--- src/rtl/cc_pkg.sv ---
package cc_pkg;
  localparam int FLAG_W = 4;

  typedef enum logic [3:0] {
    CC_EQ = 4'd0,  CC_NE = 4'd1,  CC_CS = 4'd2,  CC_CC = 4'd3,
    CC_MI = 4'd4,  CC_PL = 4'd5,  CC_VS = 4'd6,  CC_VC = 4'd7,
    CC_HI = 4'd8,  CC_LS = 4'd9,  CC_GE = 4'd10, CC_LT = 4'd11,
    CC_GT = 4'd12, CC_LE = 4'd13, CC_AL = 4'd14, CC_NV = 4'd15
  } cond_e;

  typedef struct packed {
    logic n;
    logic z;
    logic c;
    logic v;
  } flags_t;
endpackage

--- src/rtl/cc_cond_eval.sv ---
module cc_cond_eval
  import cc_pkg::*;
(
  input  logic [3:0] cond,
  input  flags_t     f,
  output logic       pass
);
  logic base;

  // Even codes hold the base test; the odd partner is its inverse.
  always_comb begin
    unique case (cond[3:1])
      3'd0:    base = f.z;
      3'd1:    base = f.c;
      3'd2:    base = f.n;
      3'd3:    base = f.v;
      3'd4:    base = f.c & ~f.z;
      3'd5:    base = (f.n == f.v);
      3'd6:    base = ~f.z & (f.n == f.v);
      default: base = 1'b1;
    endcase
  end

  assign pass = base ^ cond[0];
endmodule

--- src/rtl/cc_flag_gen.sv ---
module cc_flag_gen
  import cc_pkg::*;
#(
  parameter int DATA_W = 32
) (
  input  logic [DATA_W-1:0] result,
  input  logic              carry,
  input  logic              ovf,
  output flags_t            nf
);
  localparam int MSB = DATA_W - 1;

  always_comb begin
    nf.n = result[MSB];
    nf.z = (result == '0);
    nf.c = carry;
    nf.v = ovf;
  end
endmodule

--- src/rtl/cc_flag_reg.sv ---
module cc_flag_reg
  import cc_pkg::*;
(
  input  logic   clk,
  input  logic   rst,
  input  logic   wr_en,
  input  flags_t wr_val,
  input  logic   upd_en,
  input  flags_t upd_val,
  output flags_t q
);
  logic [FLAG_W-1:0] q_bits;
  logic [FLAG_W-1:0] wr_bits;
  logic [FLAG_W-1:0] upd_bits;

  assign wr_bits  = wr_val;
  assign upd_bits = upd_val;

  for (genvar i = 0; i < FLAG_W; i++) begin : g_bit
    always_ff @(posedge clk) begin
      if (rst)         q_bits[i] <= 1'b0;
      else if (wr_en)  q_bits[i] <= wr_bits[i];
      else if (upd_en) q_bits[i] <= upd_bits[i];
    end
  end

  assign q = q_bits;
endmodule

--- src/rtl/cc_flag_unit.sv ---
module cc_flag_unit
  import cc_pkg::*;
#(
  parameter int DATA_W = 32
) (
  input  logic              clk,
  input  logic              rst_i,
  input  logic              issue_valid_i,
  input  logic [3:0]        cond_i,
  input  logic              set_flags_i,
  input  logic [DATA_W-1:0] result_i,
  input  logic              carry_i,
  input  logic              ovf_i,
  input  logic              flag_wr_i,
  input  logic [3:0]        flag_wdata_i,
  output logic              exec_o,
  output logic [3:0]        flags_o
);
  flags_t cur_flags;
  flags_t new_flags;
  flags_t wr_flags;
  logic   pass;
  logic   upd_en;

  assign wr_flags = flag_wdata_i;

  cc_cond_eval u_eval (
    .cond (cond_i),
    .f    (cur_flags),
    .pass (pass)
  );

  cc_flag_gen #(.DATA_W(DATA_W)) u_gen (
    .result (result_i),
    .carry  (carry_i),
    .ovf    (ovf_i),
    .nf     (new_flags)
  );

  assign upd_en = issue_valid_i & pass & set_flags_i;

  cc_flag_reg u_reg (
    .clk     (clk),
    .rst     (rst_i),
    .wr_en   (flag_wr_i),
    .wr_val  (wr_flags),
    .upd_en  (upd_en),
    .upd_val (new_flags),
    .q       (cur_flags)
  );

  assign exec_o  = pass;
  assign flags_o = cur_flags;
endmodule

--- config.mk ---
export PLATFORM = sky130hd
export DESIGN_NAME = cc_flag_unit
export DESIGN_NICKNAME = d
export VERILOG_FILES = /design/src/rtl/cc_pkg.sv /design/src/rtl/cc_cond_eval.sv /design/src/rtl/cc_flag_gen.sv /design/src/rtl/cc_flag_reg.sv /design/src/rtl/cc_flag_unit.sv
export SDC_FILE = /design/constraint.sdc
export NUM_CORES = 1
export LEC_CHECK = 0
export ABC_AREA = 1
export BUFFER_PORTS_ARGS = -buffer_cell sky130_fd_sc_hd__buf_2
export CORE_AREA = 4 4 43 45
export CTS_CLUSTER_DIAMETER = 80
export DETAILED_ROUTE_END_ITERATION = 8
export DIE_AREA = 0 0 47 49
export PLACE_DENSITY = 0.78
export SYNTH_ARGS = -nofsm -noshare
export SYNTH_HDL_FRONTEND = slang
export SYNTH_SLANG_ARGS = --single-unit
--- constraint.sdc ---
create_clock -name clk -period 1.54 [get_ports clk]
set_clock_uncertainty 0.1 [all_clocks]
set_input_delay 0.308 -clock clk [delete_from_list [all_inputs] [get_ports clk]]
set_output_delay 0.308 -clock clk [all_outputs]
set_load 0.01 [all_outputs]
Word-level counts from Yosys, hierarchy flattened
Cells that the tools add are included.

Eq/ne operators: 7. Muxes and demuxes: 9. Bitwise logic cells: 6. Reductions and logical operators: 3.

Operators with widths (count): zero test 32 bit (1); equality test 3 bit, second input constant (3); two-way mux 1 bit (8); case mux 1 bit (7 select lines) (1); equality test 3 x 2 -> 1 bit, second input constant (2); bitwise AND 1 bit (4); equality test 3 x 1 -> 1 bit, second input constant (1); zero test 3 bit (1); nonzero test 2 bit (1); equality test 1 bit (1); inverter 1 bit (1); XOR 1 bit (1).

Register bits: 4. Output and inout bits: 5.

Longest topological paths before layout
Gate-level depths: netlist of run 1.

Depth in word-level cells: 8. Depth in mapped cells: 12. Mapped depth without buffers: 12.

Cells and area by module
A second synthesis of run 1 with hierarchy kept.

Cell total of the unflattened synthesis: 98. Area total of the unflattened synthesis: 473.0 µm².

By module, submodules not included: cc_flag_reg (instances 1, cells an instance 31, area an instance 193.9 µm²); cc_flag_gen (instances 1, cells an instance 34, area an instance 138.9 µm²); cc_cond_eval (instances 1, cells an instance 30, area an instance 126.4 µm²); cc_flag_unit (instances 1, cells an instance 3, area an instance 13.8 µm²).

Worst setup path before layout of run 1
OpenSTA, ideal clock, no wires.

Path type: register -> output. Start point: register u_reg.q_bits[2], in the netlist u_reg.q[2]. End point: output port exec_o. Arrival: 1.055 ns. Data required time: 1.132 ns. Path slack: 0.077 ns. Stages on the path, launching flop included: 9. Buffers on the path: 0. Path through: dfxtp_1 inv_1 nand3_1 nand2_1 nand2_1 nand2_1 nand2_1 nand3_1 and2_2.

Word-level cells in the longest chain between the ends: 4. Elaborated cells between the ends (all ways): 5. Classes of those cells: mux (1); bitwise (4).

Ends and longest elaborated chain: start: declaration (RTL line cc_flag_reg.sv:12) `logic [FLAG_W-1:0] q_bits;`; start signal: indexed assignment (RTL line cc_flag_reg.sv:22) `else if (wr_en) q_bits[i] <= wr_bits[i];`; start signal: indexed assignment (RTL line cc_flag_reg.sv:23) `else if (upd_en) q_bits[i] <= upd_bits[i];`; inverter 1 bit (RTL line cc_cond_eval.sv:17, cc_cond_eval.sv:19); bitwise AND 1 bit (on tied branches) (RTL line cc_cond_eval.sv:19, cc_cond_eval.sv:17); case mux 1 bit (7 select lines) (*) (RTL line cc_cond_eval.sv:12) `unique case (cond[3:1])`; XOR 1 bit (*) (RTL line cc_cond_eval.sv:24) `assign pass = base ^ cond[0];`; end: declaration (RTL line cc_flag_unit.sv:16) `output logic exec_o,`.

Mark *: on every way between the ends. The rest lies on a longest branch, timed or not.

Worst setup path in the final report of run 1
Start point: register u_reg.q_bits[3], in the netlist u_reg.q[3]. End point: output port exec_o.

Word-level cells in the longest chain between the ends: 4.

Ends and longest elaborated chain: equality test 1 bit (RTL line cc_cond_eval.sv:18, cc_cond_eval.sv:19); bitwise AND 1 bit (RTL line cc_cond_eval.sv:19) `3'd6: base = ~f.z & (f.n == f.v);`; case mux 1 bit (7 select lines) (*) (RTL line cc_cond_eval.sv:12); XOR 1 bit (*) (RTL line cc_cond_eval.sv:24).

Marks and branches as above.

==> results of run 1 <==
## cells in the final DEF, fill, tap and decap left out, types with 2 or more instances in the layout
cell type	netlist	routed
sky130_fd_sc_hd__buf_2	0	50
sky130_fd_sc_hd__nor3_1	2	2
sky130_fd_sc_hd__nand3_2	1	7
sky130_fd_sc_hd__nor2_1	17	17
sky130_fd_sc_hd__nand3_1	10	4
sky130_fd_sc_hd__nand2_2	1	4
sky130_fd_sc_hd__a21oi_2	1	5
sky130_fd_sc_hd__buf_6	0	2
sky130_fd_sc_hd__nand2_1	29	26
sky130_fd_sc_hd__clkbuf_4	0	3
sky130_fd_sc_hd__buf_4	1	3
sky130_fd_sc_hd__inv_1	11	10
sky130_fd_sc_hd__nor4_1	2	2
sky130_fd_sc_hd__dfxtp_2	0	3
## what timing repair did
item                                    4_1_cts  5_1_grt
pin swaps                                     4        8
gates resized for setup                       9       14
hold endpoints to repair                      0        0
buffers inserted                              3        2
endpoints found under the setup margin        1        5
## critical path, cell delays in order, from the launching register on
cell	delay, ps
sky130_fd_sc_hd__dfxtp_4	350
sky130_fd_sc_hd__nand3_2	70
sky130_fd_sc_hd__nand3_2	80
sky130_fd_sc_hd__a21oi_2	190
sky130_fd_sc_hd__nand3_2	100
sky130_fd_sc_hd__and2_4	170
sky130_fd_sc_hd__buf_6	110
## final timing paths
check,endpoint,cells past startpoint
worst min register to register,u_reg.q[1],4
worst max-delay path,exec_o,6
worst max register to register,u_reg.q[0],9
worst min-delay path,u_reg.q[3],4
## power by group through the flow
stage	registers, uW	clock network, uW	logic [uW]
5_1_grt	128	137	239
4_1_cts	124	136	198
6_report	126	132	213
3_3_place_gp	123	0	172
2_1_floorplan	127	0	82.6
3_5_place_dp	123	0	176
## per-stage QoR
stage	worst slack (ps)	hold slack, ps
5_1_grt	-252.7	278.2
3_3_place_gp	-45.05	474.6
2_1_floorplan	76.89	387.3
6_report	-181.9	257.9
3_5_place_dp	-84.48	476.0
4_1_cts	-149.3	244.0
## final cells by class
type	count	area [um2]
Clock buffer	3	22.52
Fill cell	154	600.6
Inverter	11	41.29
Multi-Input combinational cell	73	404.1
Sequential cell	4	87.58
Tap cell	16	20.02
Timing Repair Buffer	55	295.3
## cells by family after synthesis
kind of cell	synth area share (%)
AOI/OAI and AO/OA	7.161
xor gates and xnor gates	1.857
buffers and inverters	10.35
DFF	16.98
and+or+nand+nor	63.66
## per-layer routing
| layer | wire, um | vias to the layer above | track usage, % |
|---|---|---|---|
| li1 | - | 395 | - |
| met1 | 576 | 312 | 15.35 |
| met2 | 722 | 45 | 20.59 |
| met3 | 201 | 2 | 2.214 |
| met4 | 25 | 0 | 6.912 |
| met5 | 0 | - | 0 |
==> key figures, run 1 <==
Clock network
  – CTS tree: yes
  – Bufs on Longest Clock Path: 2
  – Max H-tree Level: 1
  – Clock insertion delay at the later pin of the skew report: between 200 and 250 ps
  – Number of clock sinks: 4
  – Hold buffer count at cts: 0
  – Inserted Clock Buffers: 3
  – CTS Root Cell: sky130_fd_sc_hd__clkbuf_4
  – CTS clock-pin slew for the worst setup and hold paths: approximately 40 ps

Logic synthesis
  – Flops & latches, synth: 4
  – List of most frequent post-synthesis cells: sky130_fd_sc_hd__nand2_1 (29), sky130_fd_sc_hd__nor2_1 (17), sky130_fd_sc_hd__inv_1 (11), sky130_fd_sc_hd__nand3_1 (10), sky130_fd_sc_hd__a21oi_1 (5)
  – Area leader, netlist: sky130_fd_sc_hd__nand2_1
  – Nets in the synthesized netlist: 136
  – Post-synthesis cell type count: 17
  – Primary FF master, synth: sky130_fd_sc_hd__dfxtp_1
  – Part of the Yosys area used for sequential elements: between 10% and 20%
  – Combined area of all synthesized cells: 471.7 um2
  – Mean post-synth cell area: 5.300 um2
  – Number of warnings printed during yosys synthesis: 0
  – Post-synth EDFFs: 0
  – Area share of the largest cell type after synthesis: 23.08%
  – Largest cells by area after synthesis: sky130_fd_sc_hd__nand2_1 (23%), sky130_fd_sc_hd__dfxtp_1 (17%), sky130_fd_sc_hd__nor2_1 (14%), sky130_fd_sc_hd__nand3_1 (11%), sky130_fd_sc_hd__inv_1 (8.8%)
  – Number of cells produced by synthesis: 89
  – Post-synthesis async set-or-reset flop share: 0%
  – Cell with the most instances after synthesis: sky130_fd_sc_hd__nand2_1

Cells and area
  – Final core occ: between 50% and 60%
  – Antenna fix cells: 0
  – Synth-to-layout area growth: 84.62%
  – Finished Layout Cells: about 160
  – Layout cells sized above 1: a little under three fifths
  – Finished Cell Area: 870.8 um2
  – Flip-flop count of the largest register after layout: 4
  – Final layout net count: around 200

STA
  – Total negative slack for setup checks: -181.9 ps
  – Maximum clock rate: between 0.5 and 0.6 GHz
  – Max_slew headroom: a little under three quarters
  – Smallest setup slack after layout: -181.9 ps
  – Fraction of the cycle the final worst path needs: 111.8%
  – Total count of max-transition violations in the final report: 0
  – Tightest Pin Transition: around 430 ps
  – Final worst path period need: between 1500 and 2000 ps
  – Setup Viol. Count Final: 1
  – Setup repair after global routing missed its margin: true
  – Hold Vio Cnt, Final: 0

Floorplanning
  – Die width: 47 um
  – Die span in y: just under 50 um
  – Site Rows: 14
  – I/O Pins: 52
  – Area of the placeable core: approximately 1500 um2
  – Die Outline Area: 2303 um2
  – Initial core utilization: about a third

Power
  – Max VDD drop: about 0.00031 V
  – Part of the total power dissipated in combinational logic: approximately 45%
  – Sequential share of power: 26.8%
  – Internal power component: approximately 320 uW
  – Switch Pwr: between 150 and 200 uW
  – Switching power share of the total: between 30 and 40%
  – Clock power share: roughly 28%
  – Static power due to leakage: ~0.00050 uW
  – PD cells: approximately 540 nW/um2
  – Overall power after layout: between 400 and 500 uW

Routing
  – Via-per-instance ratio: roughly 4.7
  – Total length of routed wires: between 1500 and 2000 um
  – Routed wire length per instance: 9.420 um
  – Number of DRC violations after detailed routing: 0
  – Number of vias after detailed routing: 754
  – Iter 0 DRT Violations: 4
  – First drt pass iteration count: 4
  – Final antenna-violating net count: 0

Run status
  – Status: finished, violations left
  – Violated checks: negative setup slack

Critical path
  – Beginning of the critical path: u_reg.q[3]
  – Reg-to-reg slack, setup: 40 ps
  – Crit path capture type: output port
  – Data arrival time of the critical path: roughly 1300 ps
  – Source of the worst register-to-register timing path: u_reg.q[3]
  – Startpoint-to-endpoint class of the critical path: register to output port
  – Crit path required time: ~1100 ps
  – CP Max Fanout: 4
  – Startpoint type of the worst setup path: register

Global route
  – Vias in the first global route: between 600 and 700
  – Initial antenna violation count: 0
  – Global route total overflow: 0
  – Pin count of the biggest net entering global routing: 12
  – Total routing usage reported by global routing: between 10% and 20%
  – Wire length of the first global-routing pass: approximately 2300 um

Placed design
  – Post-Place Cell Area: roughly 750 um2
  – Global placer's final weighted congestion: 0.6851
  – Cell count after placement: between 150 and 200
  – Post-detailed-placement half-perimeter wirelength: about 1300 um
  – Port Buffer Count: slightly above 50

Run
  – Total of max-cap violations: 0

Hold path
  – Hold Startpoint: rst_i
  – Hold crit path type: primary input to register
No activity file was read; power rests on OpenSTA's default activity.
==> inputs of run 2 (changes only) <==
- SKIP_LAST_GASP: not set -> 1
==> run 2 against run 1 <==
Effect of this change:
- the flow still finishes with violations (negative setup slack)
- maximum frequency is 0.75% higher
- die area is the same
- critical path depth unchanged
- global-route usage unchanged
- clock power hardly changed
- worst hold slack about the same
- first-iteration DRC count decreased by 25%
- sequential power barely moved
- total power up 1.2%
- sequential cell count is the same
- via count increased by 0.27%
- core utilization increased by 1.4 points
==> key figures, run 2 (synthesis results as in run 1) <==
Placed design
  – Global placer's final weighted congestion: 0.6851
  – Port Buffer Count: slightly above 50
  – Post-detailed-placement half-perimeter wirelength: ~1300 um

Power
  – Max VDD drop: roughly 0.00032 V
  – Internal power component: about 320 uW
  – Sequential share of power: between 20% and 30%
  – Overall power after layout: 476.7 uW
  – Part of the total power dissipated in combinational logic: between 40% and 50%
  – Switching power share of the total: 32.83%
  – PD cells: 535.1 nW/um2
  – Static power due to leakage: slightly above 0.0005 uW
  – Switch Pwr: 156.5 uW
  – Clock power share: about 28%

Global route
  – Global route total overflow: 0
  – Vias in the first global route: between 600 and 700
  – Total routing usage reported by global routing: 12.81%
  – Initial antenna violation count: 0
  – Pin count of the biggest net entering global routing: 12
  – Wire length of the first global-routing pass: around 2300 um

STA
  – Total count of max-transition violations in the final report: 0
  – Max_slew headroom: between 70% and 80%
  – Setup repair after global routing missed its margin: true
  – Tightest Pin Transition: around 440 ps
  – Hold Vio Cnt, Final: 0
  – Setup Viol. Count Final: 1
  – Final worst path period need: 1709 ps
  – Smallest setup slack after layout: -169.1 ps
  – Total negative slack for setup checks: -169.1 ps
  – Fraction of the cycle the final worst path needs: 111.0%
  – Maximum clock rate: 0.5851 GHz

Floorplanning
  – Area of the placeable core: ~1500 um2
  – Die span in y: 49 um
  – Die Outline Area: ~2300 um2
  – Site Rows: 14
  – I/O Pins: 52
  – Initial core utilization: between 30% and 40%
  – Die width: 47 um

Critical path
  – Startpoint type of the worst setup path: register
  – CP Max Fanout: 3
  – Crit path capture type: output port
  – Startpoint-to-endpoint class of the critical path: register to output port
  – Data arrival time of the critical path: around 1300 ps
  – Crit path required time: between 1000 and 1500 ps

Cells and area
  – Commonest cells after routing, fill and taps aside: sky130_fd_sc_hd__buf_2 (50), sky130_fd_sc_hd__nand2_1 (25), sky130_fd_sc_hd__nor2_1 (17), sky130_fd_sc_hd__inv_1 (10), sky130_fd_sc_hd__nand3_2 (9)
  – Final layout net count: ~200
  – Antenna fix cells: 0
  – Flip-flop count of the largest register after layout: 4
  – Synth-to-layout area growth: 88.86%
  – Number of inserted filler cells in the final layout: approximately 160
  – Layout cells sized above 1: around 59%
  – Leading cell type in the layout, fill and taps excluded: sky130_fd_sc_hd__buf_2

Clock network
  – Clock insertion delay at the later pin of the skew report: between 200 and 250 ps
  – CTS clock-pin slew for the worst setup and hold paths: 40 ps
  – Max H-tree Level: 1
  – Hold buffer count at cts: 0
  – CTS tree: yes
  – Number of clock sinks: 4
  – CTS Root Cell: sky130_fd_sc_hd__clkbuf_4
  – Inserted Clock Buffers: 3
  – Bufs on Longest Clock Path: 2

Run
  – Total of max-cap violations: 0

Routing
  – Number of vias after detailed routing: 756
  – Number of DRC violations after detailed routing: 0
  – First drt pass iteration count: 4
  – Routed wire length per instance: 9.325 um
  – Iter 0 DRT Violations: 3
  – Via-per-instance ratio: between 4 and 5
  – Final antenna-violating net count: 0
  – Total length of routed wires: between 1500 and 2000 um

Hold path
  – Hold crit path type: primary input to register

Run status
  – Violated checks: negative setup slack
  – Status: finished, violations left
==> run 2: cell types whose count changed in the layout (fill, tap and decap cells not counted), sizes merged <==
cell  before  now
buf       55   56
==> run 2: worst max-delay path, cell delays in order (launching register included) <==
cell and delay (ps):
sky130_fd_sc_hd__dfxtp_2 330, sky130_fd_sc_hd__inv_1 100, sky130_fd_sc_hd__a21oi_1 90, sky130_fd_sc_hd__a21oi_2 160, sky130_fd_sc_hd__nand3_2 110, sky130_fd_sc_hd__and2_4 170, sky130_fd_sc_hd__buf_6 110
==> run 2: worst paths after layout <==
check        startpoint  cells after the start         end  slack, ps
min reg2reg  u_reg.q[1]                      4  u_reg.q[1]        480
max          u_reg.q[0]                      6      exec_o       -170
min               rst_i                      4  u_reg.q[3]        260
max reg2reg  u_reg.q[0]                      9  u_reg.q[0]         40
==> run 2: layout make-up <==
class / instances / area [um2] / share of cell area [%]
Sequential cell: 4 / 87.58 / 9.831
Timing Repair Buffer: 56 / 302.8 / 33.99
Tap cell: 16 / 20.02 / 2.247
Multi-Input combinational cell: 73 / 416.7 / 46.77
Clock buffer: 3 / 22.52 / 2.528
Inverter: 11 / 41.29 / 4.635
==> run 2: timing repair <==
item | CTS | global route
buffers inserted | 3 | 3
gates resized for setup | 7 | 19
hold endpoints to repair | 0 | 0
pin swaps | 3 | 9
setup endpoints to repair | 1 | 5
==> run 2: layer usage <==
| layer | track usage (%) | up-vias | routed length [um] |
|---|---|---|---|
| li1 | - | 397 | - |
| met1 | 15.35 | 312 | 588 |
| met2 | 20.59 | 45 | 702 |
| met3 | 2.214 | 2 | 201 |
| met4 | 6.912 | 0 | 27 |
| met5 | 0 | - | 0 |
==> run 2: per-stage QoR <==
stage                     hold WS, ps  instance area [um2]  std cells  setup slack, ps  utilization [%]
after CTS                       245.8                815.8        163           -155.1            55.44
after global placement          474.6                754.5        157           -45.05            51.28
after floorplan                 387.3                471.7         89            76.89                -
after detailed placement        476.0                754.5        157           -84.48            51.28
final                           257.6                890.9        163           -169.1            60.54
after global routing            278.2                890.9        163           -232.3            60.54
==> run 2: power by group through the flow <==
stage / Sequential (uW) / Combinational (uW) / Clock [uW]
3_3_place_gp: 123 / 172 / 0
4_1_cts: 124 / 196 / 136
5_1_grt: 127 / 246 / 137
2_1_floorplan: 127 / 82.6 / 0
3_5_place_dp: 123 / 176 / 0
6_report: 126 / 219 / 132
